$ cat src/rtl/fjq_pkg.sv
package fjq_pkg;
  localparam int NUM_OUT = 2;

  localparam int INT_EOF    = 0;
  localparam int INT_SOF    = 1;
  localparam int INT_LINE0  = 8;
  localparam int INT_STATS  = 16;
  localparam int INT_QREADY = 24;
  localparam logic [31:0] INT_MASK = 32'h0101_0303;

  localparam logic [11:0] REG_VERSION = 12'h000;
  localparam logic [11:0] REG_CTRL    = 12'h004;
  localparam logic [11:0] REG_STATUS  = 12'h008;
  localparam logic [11:0] REG_FRAME   = 12'h00C;
  localparam logic [11:0] REG_ERROR   = 12'h010;
  localparam logic [11:0] REG_OUTPUT  = 12'h014;
  localparam logic [11:0] REG_INTEN   = 12'h018;
  localparam logic [11:0] REG_INTSTS  = 12'h01C;
  localparam logic [11:0] CFG_BASE    = 12'h040;

  typedef struct packed {
    logic queue;
    logic abort;
    logic softReset;
  } cmd_t;

  typedef struct packed {
    logic               promote;
    logic               sofEvt;
    logic               eofEvt;
    logic               qReady;
    logic [NUM_OUT-1:0] lineHit;
    logic               errOverrun;
    logic               errReject;
    logic               frameDone;
  } strobe_t;
endpackage

$ cat src/rtl/fjq_control.sv
module fjq_control
  import fjq_pkg::*;
#(
  parameter int LINE_W = 16
) (
  input  logic                      clk,
  input  logic                      rstN,
  input  cmd_t                      cmd,
  input  logic                      sofPulse,
  input  logic                      eofPulse,
  input  logic [NUM_OUT-1:0]        lineDone,
  input  logic [NUM_OUT*LINE_W-1:0] thresh,
  output strobe_t                   strb,
  output logic [2:0]                stateBits,
  output logic [NUM_OUT*LINE_W-1:0] lineCount
);
  logic queued, active;
  logic kill, acceptQ, promote;
  logic [NUM_OUT-1:0] lineHitVec;

  assign kill    = cmd.abort | cmd.softReset;
  assign acceptQ = cmd.queue & ~queued & ~kill;
  assign promote = sofPulse & queued & ~kill;

  always_comb begin
    strb            = '0;
    strb.promote    = promote;
    strb.sofEvt     = sofPulse;
    strb.eofEvt     = eofPulse;
    strb.qReady     = promote;
    strb.lineHit    = lineHitVec;
    strb.errOverrun = sofPulse & active & ~kill;
    strb.errReject  = cmd.queue & queued & ~kill;
    strb.frameDone  = eofPulse & active & ~kill;
  end

  always_ff @(posedge clk or negedge rstN) begin
    if (!rstN) begin
      queued <= 1'b0;
      active <= 1'b0;
    end else if (kill) begin
      queued <= 1'b0;
      active <= 1'b0;
    end else begin
      if (promote)      queued <= 1'b0;
      else if (acceptQ) queued <= 1'b1;
      if (promote)                active <= 1'b1;
      else if (eofPulse & active) active <= 1'b0;
    end
  end

  assign stateBits = {active, queued & ~active, queued};

  for (genvar i = 0; i < NUM_OUT; i++) begin : g_line
    logic [LINE_W-1:0] cnt;
    logic [LINE_W-1:0] thr;
    logic [LINE_W-1:0] cntNext;
    assign thr     = thresh[i*LINE_W +: LINE_W];
    assign cntNext = cnt + LINE_W'(1);
    assign lineHitVec[i] = active & lineDone[i] & ~kill & ~promote &
                           (thr != '0) & (cntNext == thr);
    always_ff @(posedge clk or negedge rstN) begin
      if (!rstN)                     cnt <= '0;
      else if (kill || promote)      cnt <= '0;
      else if (active && lineDone[i]) cnt <= cntNext;
    end
    assign lineCount[i*LINE_W +: LINE_W] = cnt;
  end
endmodule

$ cat src/rtl/fjq_datapath.sv
module fjq_datapath
  import fjq_pkg::*;
#(
  parameter int          ADDR_W    = 12,
  parameter int          CFG_WORDS = 8,
  parameter int          LINE_W    = 16,
  parameter logic [7:0]  VER_MAJOR = 8'h02,
  parameter logic [3:0]  VER_MINOR = 4'h1
) (
  input  logic                      clk,
  input  logic                      rstN,
  input  logic [ADDR_W-1:0]         busAddr,
  input  logic                      busWrite,
  input  logic [31:0]               busWdata,
  input  logic                      busRead,
  output logic [31:0]               busRdata,
  input  logic                      statsDone,
  input  strobe_t                   strb,
  input  logic [2:0]                stateBits,
  input  logic [NUM_OUT*LINE_W-1:0] lineCount,
  output cmd_t                      cmd,
  output logic [NUM_OUT*LINE_W-1:0] thresh,
  output logic [CFG_WORDS*32-1:0]   liveCfg,
  output logic [31:0]               intSts,
  output logic                      irq
);
  localparam int WA_W      = ADDR_W - 2;
  localparam int CFG_IDX_W = (CFG_WORDS > 1) ? $clog2(CFG_WORDS) : 1;
  localparam logic [WA_W-1:0] CFG_FIRST = WA_W'(CFG_BASE >> 2);
  localparam logic [WA_W-1:0] CFG_END   = WA_W'((CFG_BASE >> 2) + CFG_WORDS);
  localparam logic [31:0] VERSION_WORD = {VER_MAJOR, VER_MINOR, 20'h0};

  logic [31:0] staged [CFG_WORDS];
  logic [31:0] live   [CFG_WORDS];
  logic [31:0] intEn, errSts, frameCnt;
  logic [31:0] shStatus, shFrame, shError, shOutput;
  logic [WA_W-1:0] wordAddr, cfgOffs;
  logic aligned, inWin, wrCtrl, wrIntEn, wrIntSts, latchCmd;
  logic [31:0] setVec, clrVec, rdMux;

  assign wordAddr = busAddr[ADDR_W-1:2];
  assign aligned  = (busAddr[1:0] == 2'b00);
  assign inWin    = aligned && (wordAddr >= CFG_FIRST) && (wordAddr < CFG_END);
  assign cfgOffs  = wordAddr - CFG_FIRST;

  assign wrCtrl   = busWrite && (busAddr == ADDR_W'(REG_CTRL));
  assign wrIntEn  = busWrite && (busAddr == ADDR_W'(REG_INTEN));
  assign wrIntSts = busWrite && (busAddr == ADDR_W'(REG_INTSTS));
  assign latchCmd = wrCtrl & busWdata[3];

  always_comb begin
    cmd           = '0;
    cmd.queue     = wrCtrl & busWdata[0];
    cmd.abort     = wrCtrl & busWdata[1];
    cmd.softReset = wrCtrl & busWdata[2];
  end

  // Staged and live configuration words
  always_ff @(posedge clk or negedge rstN) begin
    if (!rstN) begin
      for (int w = 0; w < CFG_WORDS; w++) begin
        staged[w] <= '0;
        live[w]   <= '0;
      end
    end else begin
      for (int w = 0; w < CFG_WORDS; w++) begin
        if (busWrite && inWin && (cfgOffs == WA_W'(w))) staged[w] <= busWdata;
        if (strb.promote) live[w] <= staged[w];
      end
    end
  end

  for (genvar w = 0; w < CFG_WORDS; w++) begin : g_live
    assign liveCfg[w*32 +: 32] = live[w];
  end
  for (genvar i = 0; i < NUM_OUT; i++) begin : g_thr
    assign thresh[i*LINE_W +: LINE_W] = live[i][LINE_W-1:0];
  end

  // Interrupt status: events set, software clears, events win
  always_comb begin
    setVec = '0;
    setVec[INT_EOF]    = strb.eofEvt;
    setVec[INT_SOF]    = strb.sofEvt;
    setVec[INT_STATS]  = statsDone;
    setVec[INT_QREADY] = strb.qReady;
    for (int i = 0; i < NUM_OUT; i++) setVec[INT_LINE0+i] = strb.lineHit[i];
    clrVec = wrIntSts ? busWdata : 32'h0;
  end

  always_ff @(posedge clk or negedge rstN) begin
    if (!rstN) begin
      intSts   <= '0;
      intEn    <= '0;
      errSts   <= '0;
      frameCnt <= '0;
    end else begin
      if (wrIntEn) intEn <= busWdata & INT_MASK;
      if (cmd.softReset) begin
        intSts   <= '0;
        errSts   <= '0;
        frameCnt <= '0;
      end else begin
        intSts <= ((intSts & ~clrVec) | setVec) & INT_MASK;
        errSts <= errSts | {30'h0, strb.errReject, strb.errOverrun};
        if (strb.frameDone) frameCnt <= frameCnt + 32'd1;
      end
    end
  end

  // Coherent snapshot of live status values
  always_ff @(posedge clk or negedge rstN) begin
    if (!rstN) begin
      shStatus <= '0;
      shFrame  <= '0;
      shError  <= '0;
      shOutput <= '0;
    end else if (latchCmd) begin
      shStatus <= {29'h0, stateBits};
      shFrame  <= frameCnt;
      shError  <= errSts;
      shOutput <= 32'(lineCount);
    end
  end

  always_comb begin
    rdMux = '0;
    if (inWin) begin
      rdMux = staged[cfgOffs[CFG_IDX_W-1:0]];
    end else begin
      case (busAddr)
        ADDR_W'(REG_VERSION): rdMux = VERSION_WORD;
        ADDR_W'(REG_STATUS):  rdMux = shStatus;
        ADDR_W'(REG_FRAME):   rdMux = shFrame;
        ADDR_W'(REG_ERROR):   rdMux = shError;
        ADDR_W'(REG_OUTPUT):  rdMux = shOutput;
        ADDR_W'(REG_INTEN):   rdMux = intEn;
        ADDR_W'(REG_INTSTS):  rdMux = intSts;
        default:              rdMux = '0;
      endcase
    end
  end

  assign busRdata = busRead ? rdMux : 32'h0;
  assign irq      = |(intSts & intEn);
endmodule

$ cat src/rtl/frame_job_ctrl.sv
module frame_job_ctrl
  import fjq_pkg::*;
#(
  parameter int         ADDR_W    = 12,
  parameter int         CFG_WORDS = 8,
  parameter int         LINE_W    = 16,
  parameter logic [7:0] VER_MAJOR = 8'h02,
  parameter logic [3:0] VER_MINOR = 4'h1
) (
  input  logic                    clk,
  input  logic                    rstN,
  input  logic [ADDR_W-1:0]       busAddr,
  input  logic                    busWrite,
  input  logic [31:0]             busWdata,
  input  logic                    busRead,
  output logic [31:0]             busRdata,
  input  logic                    sofPulse,
  input  logic                    eofPulse,
  input  logic [1:0]              lineDone,
  input  logic                    statsDone,
  output logic [CFG_WORDS*32-1:0] liveCfg,
  output logic                    irq
);
  cmd_t                      cmd;
  strobe_t                   strb;
  logic [2:0]                stateBits;
  logic [NUM_OUT*LINE_W-1:0] lineCount;
  logic [NUM_OUT*LINE_W-1:0] thresh;
  logic [31:0]               intSts;

  fjq_control #(.LINE_W(LINE_W)) i_control (
    .clk(clk), .rstN(rstN), .cmd(cmd), .sofPulse(sofPulse),
    .eofPulse(eofPulse), .lineDone(lineDone), .thresh(thresh),
    .strb(strb), .stateBits(stateBits), .lineCount(lineCount)
  );

  fjq_datapath #(
    .ADDR_W(ADDR_W), .CFG_WORDS(CFG_WORDS), .LINE_W(LINE_W),
    .VER_MAJOR(VER_MAJOR), .VER_MINOR(VER_MINOR)
  ) i_datapath (
    .clk(clk), .rstN(rstN), .busAddr(busAddr), .busWrite(busWrite),
    .busWdata(busWdata), .busRead(busRead), .busRdata(busRdata),
    .statsDone(statsDone), .strb(strb), .stateBits(stateBits),
    .lineCount(lineCount), .cmd(cmd), .thresh(thresh),
    .liveCfg(liveCfg), .intSts(intSts), .irq(irq)
  );
endmodule

$ cat config.mk
export PLATFORM = sky130hd
export DESIGN_NAME = frame_job_ctrl
export DESIGN_NICKNAME = d
export VERILOG_FILES = /design/src/rtl/fjq_pkg.sv /design/src/rtl/fjq_control.sv /design/src/rtl/fjq_datapath.sv /design/src/rtl/frame_job_ctrl.sv
export SDC_FILE = /design/constraint.sdc
export NUM_CORES = 1
export LEC_CHECK = 0
export ABC_CLOCK_PERIOD_IN_PS = 2700
export BUFFER_PORTS_ARGS = -buffer_cell sky130_fd_sc_hd__buf_2
export CAP_MARGIN = 20
export CORE_MARGIN = 2
export CORE_UTILIZATION = 30
export CTS_BUF_LIST = sky130_fd_sc_hd__clkbuf_16
export DETAILED_ROUTE_END_ITERATION = 10
export GPL_TIMING_DRIVEN = 0
export MAX_ROUTING_LAYER = met4
export SLEW_MARGIN = 10
export SYNTH_ARGS = -nofsm -noshare
export SYNTH_HDL_FRONTEND = slang
export SYNTH_SLANG_ARGS = --single-unit
$ cat constraint.sdc
create_clock -name clk -period 2.7 [get_ports clk]
set_input_delay 0.405 -clock clk [delete_from_list [all_inputs] [get_ports clk]]
set_output_delay 0.405 -clock clk [all_outputs]
set_load 0.005 [all_outputs]
==> summary.txt <==
Status
  – Outcome: finished with violations
  – Failing checks: setup timing

Yosys
  – Dominant synthesized flop cell: sky130_fd_sc_hd__dfrtp_1
  – Mux cell area share after synthesis: 28.8%
  – Net count after synthesis: 2,111
  – Adder-cell share of the synthesized area: 0.162%
  – XOR/XNOR share of the synthesized area: 2.60%
  – Share of the synthesized area in compound gates (AO/OA/AOI/OAI): 2.99%
  – Cell area after synthesis: 0.0293 mm2
  – Number of synthesis warnings: 0
  – Library cells used by synthesis: 67
  – Share of the yosys chip area belonging to registers: 56.4%
  – Syn avg cell area: 14.3 um2
  – Largest family of logic cells by synthesized area: multiplexers
  – Share of flip-flops with an asynchronous set or reset after synthesis: 100%
  – Post-synthesis simple-gate area fraction: 6.04%
  – Register bit count reported by yosys: 661
  – Number of synthesized flops with an enable pin: 0
  – Number of standard cells after synthesis: 2,055

Worst hold path
  – Class of the tightest hold or removal check: input port to register
  – Number of cells traversed by the worst hold path: 2

Critical path
  – Data arrival time of the critical path: 2.56 ns
  – Nature of the critical path endpoint: output port
  – Endpoint required time on the critical path: 2.30 ns
  – Crit-path slowest cell: sky130_fd_sc_hd__mux4_2
  – CP Cell Sequence: mux4_2 > mux2_4 > a222oi_1 > nor2b_1 > buf_2
  – Worst Reg2Reg Path Length in Cells: 7
  – Reg-to-reg critical path endpoint: i_datapath.intSts[9]
  – Buffers & Inverters on Critical Path: 1
  – Critical path's largest stage delay: 0.47 ns
  – Kind of cell adding the most delay to the critical path: multiplexers
  – CP Depth: 5
  – Launch point of the worst path: i_datapath.staged[211]
  – CP Launch Type: register
  – Register-to-register path setup slack: 0.22 ns
  – Destination of the critical timing path: busRdata[19]
  – Startpoint-to-endpoint class of the critical path: register to output port
  – Crit Reg-Reg Startpoint: i_control.g_line[1].cnt[6]
  – Maximum fanout along the worst path: 3

Final layout
  – Area growth syn-to-layout: 25.1%
  – Layout cell share with drive strength beyond 1: 52.0%
  – Most common library cell in the layout ignoring fill and taps: sky130_fd_sc_hd__dfrtp_1
  – End-of-flow core utilization: 37.9%
  – Final non-filler cell area: 0.0367 mm2
  – Top library cells by usage in the layout, fill and taps aside: sky130_fd_sc_hd__dfrtp_1 (657), sky130_fd_sc_hd__mux2_2 (574), sky130_fd_sc_hd__buf_2 (349)
  – Final net count: 2,640

Global route
  – First-pass GRT wire length: 144,000 um
  – Overflow left after global routing: 0
  – Largest net degree at the start of global routing: 107
  – GR Util All Layers: 20.7%
  – Antenna violations before repair: 15
  – Via count of the first global-routing pass: 19,731

Floorplan
  – Height of the die: 317 um
  – Effective utilization at floorplan: 30.3%
  – Number of rows created at floorplan: 114
  – Count of boundary I/O pins: 342
  – Die area: 0.100 mm2
  – Area inside the core boundary: 0.0967 mm2
  – Die width: 317 um

Pwr
  – Power density over the cells: 559 mW/mm2
  – Static Leakage: 0.0186 uW
  – Maximum resistive drop on vdd: 0.000367 V

Timing
  – Time the worst path needs with I/O delays and setup: 2.97 ns
  – Post-route clock period utilization: 110%
  – PnR worst setup slack: -0.269 ns
  – Worst-Margin Slew: 1.11 ns
  – Max frequency: 337 MHz
  – Total of endpoints with negative setup slack in the final report: 22
  – Max Transition Viols Final: 0
  – Final Hold Fails: 0
  – Skew final: 0.0258 ns
  – RSZ-0062 raised after global routing: true
  – Remaining max-slew budget at the tightest pin: 26.3%
  – Total negative slack for setup checks: -3.38 ns

Detailed routing
  – Per-cell routed wire length: 25.7 um
  – Via count: 19,492
  – Met3 routed wirelength: 7680 um
  – Drt initial violations: 1,432
  – Drt pass-1 iters: 7
  – Antenna viol nets, final: 0
  – Wirelength, routed: 101,000 um
  – M1 WL: 42,500 um
  – Top routing layer in use: met4
  – Via density: 4.97
  – Drt drc: 0
  – Met2 routed wirelength: 47,000 um

CTS
  – Root buffer cell: sky130_fd_sc_hd__clkbuf_16
  – Clock tree sinks: 661
  – Latest clock arrival within the worst-skew pair: 0.64 ns
  – H-tree depth reported by CTS: 3
  – Number of buffers added by the clock tree synthesis step: 74
  – Buffer levels on the longest clock path: 3
  – CTS tree: built
  – Clock slew at reported path FFs: 0.06 ns

Placement
  – GPL Wtd Cong: 0.937
  – HPWL reported at the end of detailed placement: 74,700 um
  – Input/output buffers: 334
  – Post-placement cell area: 0.0328 mm2

Flow run
  – MaxCap Viol Count: 0
[synth_stat cells (all sizes together), types with 3 or more instances]
cell type / number / area, um2
inv: 10 / 37.5
nand4: 23 / 144
ha: 3 / 37.5
nand3: 31 / 168
a21oi: 27 / 135
a22oi: 11 / 82.6
nor2: 87 / 329
buf: 74 / 533
and3: 19 / 120
nor2b: 28 / 183
nand2b: 5 / 31.3
and2: 8 / 50.1
o31ai: 5 / 37.5
nand2: 92 / 355
dfrtp: 661 / 16500
or3: 5 / 31.3
mux4: 66 / 1490
nor3: 17 / 96.4
and4: 5 / 43.8
a21boi: 4 / 30.0
xnor2: 50 / 438
nor4: 18 / 134
a222oi: 20 / 200
a221oi: 3 / 26.3
a31oi: 5 / 31.3
xor2: 37 / 324
clkbuf: 58 / 310
o22ai: 4 / 25.0
mux2: 604 / 6800
o21ai: 33 / 165
mux2i: 14 / 140
[worst register-to-register path: cells and delay by family (launching register included)]
family                     cells  cell delay [ns]
buffers and inverters          1             0.42
DFF                            1             0.32
adders and majority gates      1             0.39
and+or+nand+nor                3             0.95
AOI/OAI and AO/OA              2             0.32
[per-layer routing]
layer | global-route usage, % | up-vias
li1 | - | 8563
met1 | 26.1 | 10181
met2 | 31.5 | 598
met3 | 5.66 | 150
met4 | 7.91 | 0
met5 | - | -
[flip-flops by register name (all words and copies together) (netlist names)]
name	count
i_datapath.shError	2
i_datapath.frameCnt	32
i_control.queued	1
i_datapath.staged	256
i_datapath.intEn	6
i_control.g_line.cnt	32
i_datapath.errSts	2
i_datapath.intSts	6
i_datapath.liveCfg	256
i_datapath.shOutput	32
i_control.active	1
i_datapath.shStatus	3
i_datapath.shFrame	32
[area by class of cell]
cell class                      instances  area (um2)
Antenna cell                            7        17.5
Timing Repair Buffer                  458        2850
Sequential cell                       661       16500
Tap cell                             1276        1600
Clock buffer                           77        1930
Inverter                               10        37.5
Clock inverter                         55         384
Multi-Input combinational cell       1252       12300
Buffer                                127        1050
Fill cell                            9459       60000
[kinds of logic after synthesis]
group	Yosys count
multiplexers	684
flip-flops	661
AND/OR/NAND/NOR	348
buffers and inverters	142
AO/OA/AOI/OAI	129
XOR/XNOR	87
adder cells (fa/ha/maj)	4
[worst min path at each step]
| stage | slack, ns | startpoint | endpoint |
|---|---|---|---|
| final | 0.03 | busWdata[0] | i_datapath.intEn[0] |
| after CTS | 0.008 | busWdata[0] | i_datapath.intEn[0] |
| after global placement | 0.46 | i_datapath.liveCfg[172] | i_datapath.liveCfg[172] |
| after detailed placement | 0.18 | rstN | i_datapath.liveCfg[118] |
| after floorplan | 0.11 | rstN | i_control.active |
| after global routing | 0.03 | busWdata[0] | i_datapath.intEn[0] |
[where the power goes]
group	internal [uW]	switching [uW]	total (uW)
registers	9920	18.8	9940
clock network	5630	4220	9840
logic	231	487	718
[repair_timing]
item,in CTS,in global routing
endpoints found under the hold margin,103,0
hold buffers,1,0
setup endpoints to repair,60,35
gates resized for setup,163,44
buffers inserted,87,25
pin swaps,26,16
gates cloned,2,0
[metrics by stage]
stage               total power [uW]  worst slack (ns)  hold WS [ns]  instances
floorplan                      10300            0.0374         0.109       2055
global placement               10700            -13.18         0.465       3665
detailed placement             10800             -1.56         0.184       3675
CTS                            20700            -0.277       0.00765       3894
global route                   21100            -0.354        0.0326       3922
finish                         20500            -0.269        0.0332       3923
Power figures use the tool's default switching activity.
